[config.mk]
export PLATFORM = sky130hd
export DESIGN_NAME = bit_error_link
export DESIGN_NICKNAME = d
export VERILOG_FILES = /design/src/rtl/bit_error_link.sv
export SDC_FILE = /design/constraint.sdc
export NUM_CORES = 1
export LEC_CHECK = 0
export ABC_AREA = 1
export BUFFER_PORTS_ARGS = -buffer_cell sky130_fd_sc_hd__buf_4
export CORE_AREA = 5 5 42 44
export DETAILED_ROUTE_END_ITERATION = 8
export DIE_AREA = 0 0 47 49
export SYNTH_ARGS = -nofsm -noshare
export SYNTH_HDL_FRONTEND = slang
export SYNTH_SLANG_ARGS = --single-unit
[constraint.sdc]
create_clock -name vclk -period 1.1
set_input_delay 0.055 -clock vclk [all_inputs]
set_output_delay 0.055 -clock vclk [all_outputs]
set_load 0.05 [all_outputs]
[src/rtl/bit_error_link.sv]
module bit_error_link #(
  parameter int CHK = 3,
  localparam int W = (1 << CHK) - 1
) (
  input  logic [W:1]     tx_word,
  input  logic [CHK-1:0] flip_idx,
  output logic [W:1]     rx_word,
  output logic [CHK-1:0] syndrome,
  output logic           err_flag,
  output logic [W:1]     fixed_word
);

  function automatic logic [W:1] cover_mask(input int k);
    logic [W:1] m;
    for (int p = 1; p <= W; p++) m[p] = ((p >> k) & 1) == 1;
    return m;
  endfunction

  logic [CHK-1:0] tx_par, rx_par;

  for (genvar p = 1; p <= W; p++) begin : g_pos
    assign rx_word[p]    = tx_word[p] ^ (flip_idx == CHK'(p));
    assign fixed_word[p] = rx_word[p] ^ (syndrome == CHK'(p));
  end

  for (genvar k = 0; k < CHK; k++) begin : g_chk
    localparam logic [W:1] MASK = cover_mask(k);
    assign tx_par[k]   = ^(tx_word & MASK);
    assign rx_par[k]   = ^(rx_word & MASK);
    assign syndrome[k] = tx_par[k] ^ rx_par[k];
  end

  assign err_flag = |syndrome;

endmodule

# Word level (Yosys, flattened, before mapping)
# Cells that the tools add are included.
# word_totals
reg_bits,0
input_bits,10
output_inout_bits,18
word_cells,38
# op_classes
bitwise,17
eq_ne,14
reduce_logical,7
# ops
operator,count
XOR reduction 7 bit,6
"equality test 3 bit, second input constant",8
bitwise XOR 1 bit,17
"equality test 3 x 2 -> 1 bit, second input constant",4
"equality test 3 x 1 -> 1 bit, second input constant",2
OR reduction 3 bit,1

# Logic depth before layout (Yosys ltp)
# logic_depth
word_depth,6
mapped_depth,6
mapped_depth_nobuf,5

# Worst setup path after synthesis
# OpenSTA, ideal clock, no wires.
# synth_path
path_type,in2out
startpoint,input flip_idx[0]
endpoint,output rx_word[6] (netlist bit)
cell_stages,6
t_required_ps,1045
n_path_buf,1
path_slack_ps,368
arrival_time_ps,677
path_cell_list,buf_6 > inv_8 > nand3_2 > nand2_1 > nand2_1 > inv_1
# synth_between
elab_chain_len,2
# synth_lines
element,line_no,rtl
start: declaration,6,"input logic [CHK-1:0] flip_idx,"
equality test 3 bit,22,assign rx_word[p] = tx_word[p] ^ (flip_idx == CHK'(p));
bitwise XOR 1 bit,22,
end: declaration,7,"output logic [W:1] rx_word,"
# Every way passes these cells.

# Final worst setup path
# Same ends and word-level chain as after synthesis.

==> reports/results.tsv <==
stage	metric	value	unit
min_path	min_path_cells	2	
global_route	grt_pass1_vias	265	
drt	routed_wl	765	µm
worst_setup_path	crit_fanout	9	
drt	drt-initial-drc-count	0	
pwr	power_switching	216	µW
yosys	synth_top_area_share	16.2	%
global_route	grt_pass1_wl	1.10	mm
timing	tns	0	ns
final_layout	synthToLayoutAreaGrowth	57.2	%
worst_setup_path	critPathLaunchType	input pin	
final_layout	clkbuf_count	0	
floorplan	fp.dieW	47	µm
clocking	cts_resized	0	
global_route	grt-ovfl-total	0	
drt	vias	346	
worst_setup_path	critPathCaptureType	output port	
global_route	grt_start_max_net_pins	11	
global_route	grt.total_usage	5.75	%
pwr	power.density	711	nW/µm²
yosys	synth_largest_area_cell	nand2_1	
yosys	synth_fp_nets	62	
pwr	p_seq_share	0	%
floorplan	die_h	49	µm
timing	max_clock_freq	1380	MHz
drt	routed_via_density	4.17	
yosys	synth_cell_types	11	
placement	gp_congestion	0.620	
worst_setup_path	cp.arrival	0.67	ns
min_path	hp-class	input pin to output port	
run_status	status	complete, no violations	
pwr	swShare	69.6	%
final_layout	seq_cell_count	0	
final_layout	seqCellArea	0	µm²
pwr	internal_power	94.3	µW
timing	setup_viol	0	
yosys	syn_inst	52	
pwr	power_frac_clock	0	%
floorplan	io_pins	28	
final_layout	drive_above_1_share	52.2	%
yosys	yosys_warnings	0	
timing	relSlewSlack	90.2	%
yosys	avgSynthCellArea	5.34	µm²
floorplan	core_area	1400	µm²
drt	detail_route.wl_per_cell	9.22	µm
timing	worstMarginPinSlew	0.147	ns
final_layout	n_antenna_cell	0	
floorplan	die-area	2300	µm²
pwr	peakVddDrop	0.204	mV
yosys	yosysSeqAreaShare	0	%
placement	portBuffers	28	
timing	grt_setup_unrepaired	no	
drt	firstDrtPassIters	1	
worst_setup_path	critPathKind	input pin to output port	
timing	report.final.hold_viol_count	0	
drt	drc	0	
timing	min_period_over_period	65.9	%
floorplan	start_util	19.8	%
placement	hpwl	654	µm
worst_setup_path	cp.required	1.04	ns
drt	drtAntennaViolNets	0	
yosys	synthTopCellsByArea	nand2_1 (16%), nand4_1 (16%), clkbuf_1 (14%)	
global_route	antenna_found_initial	0	
floorplan	placementRows	14	
clocking	cts_setup_buffers	0	
pwr	combPwrFrac	100.0	%
clocking	ctsHoldBuffers	0	
final_layout	nNetsFinal	79	
timing	layout_min_cycle_time	0.725	ns
pwr	p_leak	0.000262	µW
timing	whs	0.385	ns
final_layout	final_util	31.2	%
timing	slew_viol_final	0	
yosys	netlist_area	278	µm²
run	cap_violations	0	
==> path summary, 6_finish.rpt <==
path,start,endpoint,slack [ns]
max,flip_idx[0],rx_word[6],0.37
min,tx_word[5],fixed_word[5],0.38
==> stage by stage <==
step | power, µW | instances | setup slack [ns] | cell area (µm²)
3_5_place_dp | 314 | 83 | 0.369 | 437
4_1_cts | 314 | 83 | 0.365 | 437
3_3_place_gp | 312 | 83 | 0.374 | 437
6_report | 310 | 83 | 0.375 | 437
2_1_floorplan | 229 | 52 | 0.368 | 278
5_1_grt | 327 | 83 | 0.319 | 437
==> final cells by class <==
type	count	area, µm²
inverters	11	53.8
repair buffers	28	210
fillers	165	965
well taps	16	20.0
multi-input cells	28	153
==> cells in the final DEF, fill, tap and decap left out <==
cell     count
o21ai_2      2
nand4_1      7
inv_1        8
nand2_1     12
nand3_2      1
inv_4        2
nand3_1      5
buf_4       28
inv_8        1
nand2_4      1
==> Yosys cell counts <==
| cell | instances |
|---|---|
| o21ai_2 | 2 |
| buf_6 | 3 |
| clkbuf_1 | 10 |
| nand2_4 | 1 |
| inv_8 | 1 |
| nand4_1 | 7 |
| nand3_2 | 1 |
| inv_4 | 2 |
| nand3_1 | 5 |
| inv_1 | 8 |
| nand2_1 | 12 |
==> critical path, stage by stage <==
cell and delay (ns):
buf_4 0.16, inv_8 0.07, nand3_2 0.05, nand2_1 0.06, nand2_1 0.04, inv_1 0.05
buf_4 0.18
==> kinds of logic after synthesis <==
family | Yosys count | synth area share, %
buf+inv | 24 | 45.0
simple gates | 26 | 48.6
compound gates | 2 | 6.31
==> power by group through the flow <==
stage,registers (µW),logic [µW],clock network (µW)
4_1_cts,0,314,0
6_report,0,310,0
3_5_place_dp,0,314,0
2_1_floorplan,0,229,0
5_1_grt,0,327,0
3_3_place_gp,0,312,0
==> metal layers <==
layer / vias up / part of all wire (%) / wire length [µm] / track usage (%)
met1: 145 / 41 / 314 / 7.61
li1: 187 / - / - / -
met2: 14 / 47 / 359 / 9.95
met3: 0 / 12 / 91 / 1.11
met5: - / 0 / 0 / 0
met4: 0 / 0 / 0 / 0
Power figures use the tool's default switching activity.
